File: src/rtl/tmr_pkg.sv
package tmr_pkg;
  typedef enum logic [2:0] {
    MD_FREE = 3'd0,
    MD_GATE = 3'd1,
    MD_QUAD = 3'd2,
    MD_DIR  = 3'd3,
    MD_POS  = 3'd4,
    MD_CAPT = 3'd5
  } mode_e;

  localparam int PSC_W   = 3;
  localparam int PSC_MAX = 5;

  typedef struct packed {
    logic [PSC_W-1:0] psc;
    logic             ext;
    logic [1:0]       edge_sel;
    mode_e            mode;
    logic             en;
  } ctrl_t;

  localparam int CTRL_W = $bits(ctrl_t);

  localparam int A_CTRL  = 0;
  localparam int A_COUNT = 1;
  localparam int A_STAT  = 2;
  localparam int A_CAPH  = 3;
  localparam int A_CAPP  = 4;
endpackage

File: src/rtl/tmr_prescale.sv
module tmr_prescale #(
  parameter int CODE_W   = 3,
  parameter int MAX_CODE = 5,
  localparam int PS_W    = 2 * MAX_CODE
) (
  input  logic              clk,
  input  logic              rst_n,
  input  logic              run,
  input  logic              ext_sel,
  input  logic [CODE_W-1:0] code,
  input  logic              ext_clk_in,
  output logic              rise_ev,
  output logic              fall_ev
);
  logic              ext_p;
  logic [PS_W-1:0]   ps_cnt;
  logic [CODE_W-1:0] eff;
  logic [PS_W:0]     n_val, n_last, n_half;
  logic              base, at_last, at_half;

  always_comb begin
    eff = (code > CODE_W'(MAX_CODE)) ? CODE_W'(MAX_CODE) : code;
    if (ext_sel && eff == '0) eff = CODE_W'(1);
  end

  assign n_val   = (PS_W+1)'(1) << {eff, 1'b0};
  assign n_last  = n_val - (PS_W+1)'(1);
  assign n_half  = (n_val >> 1) - (PS_W+1)'(1);
  assign base    = ext_sel ? (ext_clk_in & ~ext_p) : 1'b1;
  assign at_last = ({1'b0, ps_cnt} == n_last);
  assign at_half = (eff == '0) ? at_last : ({1'b0, ps_cnt} == n_half);
  assign rise_ev = run & base & at_last;
  assign fall_ev = run & base & at_half;

  always_ff @(posedge clk or negedge rst_n) begin
    if (!rst_n) begin
      ext_p  <= 1'b0;
      ps_cnt <= '0;
    end else begin
      ext_p <= ext_clk_in;
      if (!run)      ps_cnt <= '0;
      else if (base) ps_cnt <= at_last ? '0 : ps_cnt + 1'b1;
    end
  end
endmodule

File: src/rtl/tmr_quad.sv
module tmr_quad (
  input  logic clk,
  input  logic rst_n,
  input  logic a,
  input  logic b,
  output logic step_up,
  output logic step_dn
);
  logic a_p, b_p;

  always_ff @(posedge clk or negedge rst_n) begin
    if (!rst_n) begin
      a_p <= 1'b0;
      b_p <= 1'b0;
    end else begin
      a_p <= a;
      b_p <= b;
    end
  end

  always_comb begin
    step_up = 1'b0;
    step_dn = 1'b0;
    case ({a_p, b_p, a, b})
      4'b0010, 4'b1011, 4'b1101, 4'b0100: step_up = 1'b1;
      4'b1000, 4'b1110, 4'b0111, 4'b0001: step_dn = 1'b1;
      default: ;
    endcase
  end
endmodule

File: src/rtl/tmr_capture.sv
module tmr_capture #(
  parameter int W = 16
) (
  input  logic         clk,
  input  logic         rst_n,
  input  logic         run,
  input  logic         tick,
  input  logic         sig,
  input  logic         clr_done,
  output logic [W-1:0] cap_high,
  output logic [W-1:0] cap_period,
  output logic         done,
  output logic         latch
);
  logic         sig_p, armed, sig_rise;
  logic [W-1:0] acc_hi, acc_per;

  assign sig_rise = sig & ~sig_p;
  assign latch    = run & sig_rise & armed;

  always_ff @(posedge clk or negedge rst_n) begin
    if (!rst_n) begin
      sig_p      <= 1'b0;
      armed      <= 1'b0;
      acc_hi     <= '0;
      acc_per    <= '0;
      cap_high   <= '0;
      cap_period <= '0;
      done       <= 1'b0;
    end else begin
      sig_p <= sig;
      if (!run) begin
        armed   <= 1'b0;
        acc_hi  <= '0;
        acc_per <= '0;
      end else if (sig_rise) begin
        armed   <= 1'b1;
        acc_hi  <= W'(tick);
        acc_per <= W'(tick);
        if (armed) begin
          cap_high   <= acc_hi;
          cap_period <= acc_per;
        end
      end else begin
        acc_per <= acc_per + W'(tick);
        acc_hi  <= acc_hi + W'(tick & sig);
      end
      if (latch)         done <= 1'b1;
      else if (clr_done) done <= 1'b0;
    end
  end
endmodule

File: src/rtl/tmr_count.sv
module tmr_count
  import tmr_pkg::*;
#(
  parameter int W = 16
) (
  input  logic         clk,
  input  logic         rst_n,
  input  logic         run,
  input  mode_e        mode,
  input  logic [1:0]   edge_sel,
  input  logic         rise_ev,
  input  logic         fall_ev,
  input  logic         gate,
  input  logic         dir,
  input  logic         q_up,
  input  logic         q_dn,
  input  logic         evt,
  input  logic         load,
  input  logic [W-1:0] load_val,
  output logic [W-1:0] count,
  output logic         wrap
);
  logic       evt_p, evt_hit, zero, dn;
  logic [1:0] up_amt;
  logic [W:0] sum;

  always_comb begin
    case (edge_sel)
      2'b00:   evt_hit = evt & ~evt_p;
      2'b01:   evt_hit = ~evt & evt_p;
      default: evt_hit = evt ^ evt_p;
    endcase
  end

  always_comb begin
    up_amt = 2'd0;
    dn     = 1'b0;
    zero   = 1'b0;
    if (run) begin
      case (mode)
        MD_FREE: up_amt = {1'b0, rise_ev & (edge_sel != 2'b01)}
                        + {1'b0, fall_ev & (edge_sel != 2'b00)};
        MD_GATE: up_amt = {1'b0, rise_ev & ~gate};
        MD_QUAD: begin
          up_amt = {1'b0, q_up};
          dn     = q_dn;
        end
        MD_DIR: begin
          up_amt = {1'b0, rise_ev & dir};
          dn     = rise_ev & ~dir;
        end
        MD_POS: begin
          up_amt = {1'b0, rise_ev};
          zero   = evt_hit;
        end
        default: ;
      endcase
    end
  end

  assign sum  = {1'b0, count} + (W+1)'(up_amt);
  assign wrap = ~load & ~zero & ((dn & (count == '0)) | sum[W]);

  always_ff @(posedge clk or negedge rst_n) begin
    if (!rst_n) begin
      evt_p <= 1'b0;
      count <= '0;
    end else begin
      evt_p <= evt;
      if (load)      count <= load_val;
      else if (zero) count <= '0;
      else if (dn)   count <= count - 1'b1;
      else           count <= sum[W-1:0];
    end
  end
endmodule

File: src/rtl/tmr_chan.sv
module tmr_chan
  import tmr_pkg::*;
#(
  parameter int W      = 16,
  parameter int ADDR_W = 3
) (
  input  logic              clk,
  input  logic              rst_n,
  input  logic              reg_valid,
  input  logic              reg_write,
  input  logic [ADDR_W-1:0] reg_addr,
  input  logic [W-1:0]      reg_wdata,
  output logic [W-1:0]      reg_rdata,
  input  logic              ext_clk_in,
  input  logic              gate_in,
  input  logic              quad_a,
  input  logic              quad_b,
  input  logic              dir_in,
  input  logic              evt_in,
  input  logic              cap_in,
  output logic [W-1:0]      count_o,
  output logic [W-1:0]      cap_high_o,
  output logic [W-1:0]      cap_period_o,
  output logic              ovf_o,
  output logic              cap_done_o,
  output logic              irq_o
);
  ctrl_t      ctrl_q;
  logic       wr, wr_ctrl, load, stat_wr, ovf_clr, cap_clr;
  logic       ctl_en;
  mode_e      ctl_mode;
  logic [1:0] ctl_edge;
  logic       rise_ev, fall_ev, q_up, q_dn, wrap, cap_latch, cap_run;
  logic       ovf_q, irq_q;

  assign wr       = reg_valid & reg_write;
  assign wr_ctrl  = wr & (reg_addr == ADDR_W'(A_CTRL));
  assign load     = wr & (reg_addr == ADDR_W'(A_COUNT));
  assign stat_wr  = wr & (reg_addr == ADDR_W'(A_STAT));
  assign ovf_clr  = stat_wr & reg_wdata[0];
  assign cap_clr  = stat_wr & reg_wdata[1];
  assign ctl_en   = ctrl_q.en;
  assign ctl_mode = ctrl_q.mode;
  assign ctl_edge = ctrl_q.edge_sel;
  assign cap_run  = ctl_en & (ctl_mode == MD_CAPT);

  always_ff @(posedge clk or negedge rst_n) begin
    if (!rst_n) begin
      ctrl_q <= '0;
      ovf_q  <= 1'b0;
      irq_q  <= 1'b0;
    end else begin
      if (wr_ctrl) ctrl_q <= ctrl_t'(reg_wdata[CTRL_W-1:0]);
      if (wrap)         ovf_q <= 1'b1;
      else if (ovf_clr) ovf_q <= 1'b0;
      irq_q <= wrap | cap_latch;
    end
  end

  tmr_prescale #(.CODE_W(PSC_W), .MAX_CODE(PSC_MAX)) u_psc (
    .clk(clk), .rst_n(rst_n), .run(ctl_en), .ext_sel(ctrl_q.ext),
    .code(ctrl_q.psc), .ext_clk_in(ext_clk_in),
    .rise_ev(rise_ev), .fall_ev(fall_ev)
  );

  tmr_quad u_quad (
    .clk(clk), .rst_n(rst_n), .a(quad_a), .b(quad_b),
    .step_up(q_up), .step_dn(q_dn)
  );

  tmr_count #(.W(W)) u_cnt (
    .clk(clk), .rst_n(rst_n), .run(ctl_en), .mode(ctl_mode),
    .edge_sel(ctl_edge), .rise_ev(rise_ev), .fall_ev(fall_ev),
    .gate(gate_in), .dir(dir_in), .q_up(q_up), .q_dn(q_dn),
    .evt(evt_in), .load(load), .load_val(reg_wdata),
    .count(count_o), .wrap(wrap)
  );

  tmr_capture #(.W(W)) u_cap (
    .clk(clk), .rst_n(rst_n), .run(cap_run), .tick(rise_ev),
    .sig(cap_in), .clr_done(cap_clr),
    .cap_high(cap_high_o), .cap_period(cap_period_o),
    .done(cap_done_o), .latch(cap_latch)
  );

  always_comb begin
    case (reg_addr)
      ADDR_W'(A_CTRL):  reg_rdata = W'(ctrl_q);
      ADDR_W'(A_COUNT): reg_rdata = count_o;
      ADDR_W'(A_STAT):  reg_rdata = W'({cap_done_o, ovf_q});
      ADDR_W'(A_CAPH):  reg_rdata = cap_high_o;
      ADDR_W'(A_CAPP):  reg_rdata = cap_period_o;
      default:          reg_rdata = '0;
    endcase
  end

  assign ovf_o = ovf_q;
  assign irq_o = irq_q;
endmodule

File: config.mk
export PLATFORM = sky130hd
export DESIGN_NAME = tmr_chan
export DESIGN_NICKNAME = d
export VERILOG_FILES = /design/src/rtl/tmr_pkg.sv /design/src/rtl/tmr_prescale.sv /design/src/rtl/tmr_quad.sv /design/src/rtl/tmr_capture.sv /design/src/rtl/tmr_count.sv /design/src/rtl/tmr_chan.sv
export SDC_FILE = /design/constraint.sdc
export NUM_CORES = 1
export LEC_CHECK = 0
export ABC_AREA = 1
export BUFFER_PORTS_ARGS = -buffer_cell sky130_fd_sc_hd__buf_2
export CORE_MARGIN = 2
export CORE_UTILIZATION = 58
export DETAILED_ROUTE_END_ITERATION = 10
export GPL_TIMING_DRIVEN = 0
export PLACE_DENSITY = 0.81
export SLEW_MARGIN = 15
export SYNTH_ARGS = -nofsm -noshare
export SYNTH_HDL_FRONTEND = slang
export SYNTH_SLANG_ARGS = --single-unit
File: constraint.sdc
create_clock -name clk -period 4.07 [get_ports clk]
set_clock_uncertainty 0.05 [all_clocks]
set_input_delay 0.814 -clock clk [delete_from_list [all_inputs] [get_ports clk]]
set_output_delay 0.814 -clock clk [all_outputs]
set_load 0.02 [all_outputs]
==> metrics.md <==
| Metric | Value |
|---|---|
| Status | complete, no violations |
| Core Footprint | 10840 sq um |
| Vias in the first global route | 5792 |
| WP data arrival | 4160 ps |
| CTS tree | done |
| Residual DRC | 0 |
| Crit. End Element | register |
| Finished Layout Cells | 1124 |
| Hold_ws | 286.6 ps |
| Post-synthesis sequential area ratio | 42.20% |
| Largest cells by area after synthesis | dfrtp_1 42%, nand2_1 9.6%, inv_1 6.2% |
| Fraction of layout cells with a size suffix above 1 | 19.00% |
| Cells after DPL | 1095 |
| Via/cell ratio | 5.719 |
| Initial antenna violation count | 0 |
| TritonCTS Buffers | 9 |
| Root buffer cell | clkbuf_8 |
| Worst vdd ir | 0.3231 mV |
| Place WS | -279.8 ps |
| Hold Vio Cnt, Final | 0 |
| # IOs | 97 |
| TNS Setup | 0 ps |
| # fillers | 900 |
| H-tree depth | 3 |
| Worst setup margin | 143.4 ps |
| Final Cell Area | 7656 sq um |
| Top cell type by total area after synthesis | dfrtp_1 |
| Die width | 109.6 microns |
| Post-synthesis cell type count | 42 |
| Worst-path clk slew | 110 ps |
| Final worst-path cycle share | 96.48% |
| Reg-to-reg critical path startpoint | ctrl_q[9] |
| Wirelength per Cell | 16.22 microns |
| Nets | 1023 |
| Cell Area, Placed | 7148 sq um |
| Yosys warns | 0 |
| Clock Latency Late Sink | 400 ps |
| Grt ovf | 0 |
| NetSw | 1.438 mW |
| IO buf count | 95 |
| Worst-Margin Slew | 704.6 ps |
| Type of the worst setup path | reg -> reg |
| Die area | 12000 sq um |
| Fin crit period | 3927 ps |
| Critical Path Source | ctrl_q[9] |
| Post-synth EDFFs | 0 |
| Worst r2r dst | u_cnt.count[6] |
| Crit Path Max Fanout | 6 |
| Via count | 6428 |
| Die H | 109.6 microns |
| Sink count of the clock tree | 109 |
| Avg Inst Size Synth | 7.525 sq um |
| GRT Total Usage | 31.16% |
| Total of max-cap violations | 0 |
| Critical Path RT | 4310 ps |
| Starting Density | 59.63% |
| Largest net degree at the start of global routing | 61 |
| Crit path launch type | register |
| Total power | 3.352 mW |
| Sequential Power Share | 40.0% |
| Total wire length | 18.23 mm |
| Power Density | 437.8 nW/um^2 |
| Flop and latch count out of synthesis | 109 |
| R2r setup slk | 140 ps |
| Synthesized area | 6464 sq um |
| GPL Wtd Cong | 0.9555 |
| Leak | 3.726 nW |
| Final setup viols | 0 |
| Pre-antenna DRT Iters | 6 |
| Post-layout util | 70.63% |
| R2R depth | 26 |
| First-pass GRT wire length | 28.60 mm |
| Max-slew headroom | 52.85% |
| Comb power frac | 39.0% |
| Clock share of power | 21.0% |
| Max Freq | 254.7 MHz |
| Hold WC Path Type | in -> async |
| Max-slew violations | 0 |
| CP Capture Point | u_cnt.count[6] |
| CTS Buffer Depth | 2 |
| Ys async rst share | 100.0% |
| Row cnt | 38 |
| Area growth syn-to-layout | 18.45% |
| Antenna viol nets, final | 0 |
| Synthesized net count | 903 |
| Drt initial violations | 449 |
| RSZ-0062 raised after global routing | yes |
| Cells after Synth | 859 |
| Yosys top cell area share | 42.20% |
| Post-DP HPWL | 13.50 mm |
| Cell Int Power | 1.914 mW |
| Antenna diodes | 0 |
| Sw frac | 42.90% |
| Synth Flop Type | dfrtp_1 |
==> repair_timing <==
action                                 4_1_cts  5_1_grt
pin swaps                                    2       12
endpoints found under the hold margin        0        0
setup buffers                                3       10
resized for setup                           12       40
gates cloned                                 0        0
hold buffers                                 0        0
setup endpoints to repair                   17       27
==> state kept, by name, summed over array words and instances, names as in the netlist <==
name              count
u_cap.acc_hi         16
u_cap.acc_per        16
u_cap.cap_high       16
u_cap.cap_period     16
u_cnt.count          16
u_psc.ps_cnt         10
ctrl_q                4
ctl_mode              3
ctl_edge              2
ctl_en                1
irq_o                 1
ovf_o                 1
u_cap.armed           1
u_cap.done            1
u_cap.sig_p           1
u_cnt.evt_p           1
u_psc.ext_p           1
u_quad.a_p            1
u_quad.b_p            1
==> cell families after synthesis <==
logic type,synth area share [%]
buf+inv,8.653
flops,42.20
fa+ha+maj,2.826
compound gates,11.71
xor+xnor,5.807
simple gates,28.11
mux,0.6968
==> metal layers <==
| metal | wire length, microns | track usage [%] |
|---|---|---|
| met1 | 7615 | 41.01 |
| met2 | 8954 | 52.43 |
| met3 | 1339 | 5.928 |
| met4 | 318 | 9.222 |
| met5 | 0 | 0 |
==> critical path, stage by stage, from the launching register on <==
cell and delay, ps:
dfrtp_2 450, inv_4 100, nand2_2 60, o21ai_2 150, nand3_2 150, ha_4 310
nand2_2 50, nand2_2 70, nand3_2 70, nor3_2 150, nand4_1 130, nor2_2 150
nand3_2 110, a21oi_2 120, ha_1 230, nand2_1 90, a31oi_2 90, ha_2 220
fa_2 410, nand3_4 100, nor2_4 40, buf_4 130, nand2_1 60, xor2_1 150
nand2_1 70, nand4_1 60, nand2_1 50
==> cells in the mapped netlist, types with 2 or more instances <==
cell / instances
nor2_2: 2
o22ai_1: 8
nand3_1: 77
xor2_1: 36
o21ai_0: 62
nand4_1: 24
nor3_2: 2
nor2_1: 95
o21a_1: 3
nor4_1: 7
nand2_4: 2
ha_1: 13
inv_1: 106
clkbuf_1: 28
a221oi_1: 3
o221ai_1: 4
o2111ai_1: 2
mux2_2: 4
buf_2: 3
inv_2: 4
a21oi_1: 51
dfrtp_1: 109
clkinv_1: 2
xnor2_1: 5
nand2_1: 166
nor3_1: 24
nand3b_1: 2
==> cells in the final DEF (no fill, tap or decap), drive strengths merged, types with 2 or more instances in the layout <==
cell	count
a21oi	51
a221oi	3
buf	114
clkbuf	39
clkinv	3
dfrtp	109
ha	13
inv	113
mux2	4
nand2	169
nand3	78
nand3b	2
nand4	26
nor2	98
nor3	26
nor4	7
o2111ai	2
o21a	3
o21ai	63
o221ai	4
o22ai	8
xnor2	6
xor2	36
==> power by group through the flow <==
stage | Clock [mW] | Combinational (mW) | Sequential, mW
after floorplan | 0 | 0.768 | 1.43
after global placement | 0 | 1.19 | 1.35
after detailed placement | 0 | 1.21 | 1.36
after CTS | 0.707 | 1.24 | 1.33
after global routing | 0.757 | 1.45 | 1.36
final | 0.705 | 1.31 | 1.34
==> layout make-up <==
type	instances	area, sq um	share of cell area, %
Tap cell	140	175.2	2.288
Multi-Input combinational cell	605	3378	44.12
Clock buffer	11	131.4	1.716
Sequential cell	109	2729	35.64
Buffer	33	138.9	1.814
Timing Repair Buffer	109	610.6	7.975
Inverter	112	425.4	5.556
Clock inverter	5	67.56	0.8825
==> how the worst min path moves through the flow <==
stage,from,to,slack [ps],cells past startpoint
finish,rst_n,u_psc.ps_cnt[6],290,1
global route,rst_n,u_psc.ps_cnt[6],320,1
CTS,rst_n,u_psc.ps_cnt[6],310,1
detailed placement,u_cap.acc_hi[15],u_cap.acc_hi[15],410,1
global placement,u_cap.acc_per[15],u_cap.acc_per[15],400,1
floorplan,u_cap.acc_per[15],u_cap.acc_per[15],380,1
Power figures use the tool's default switching activity.
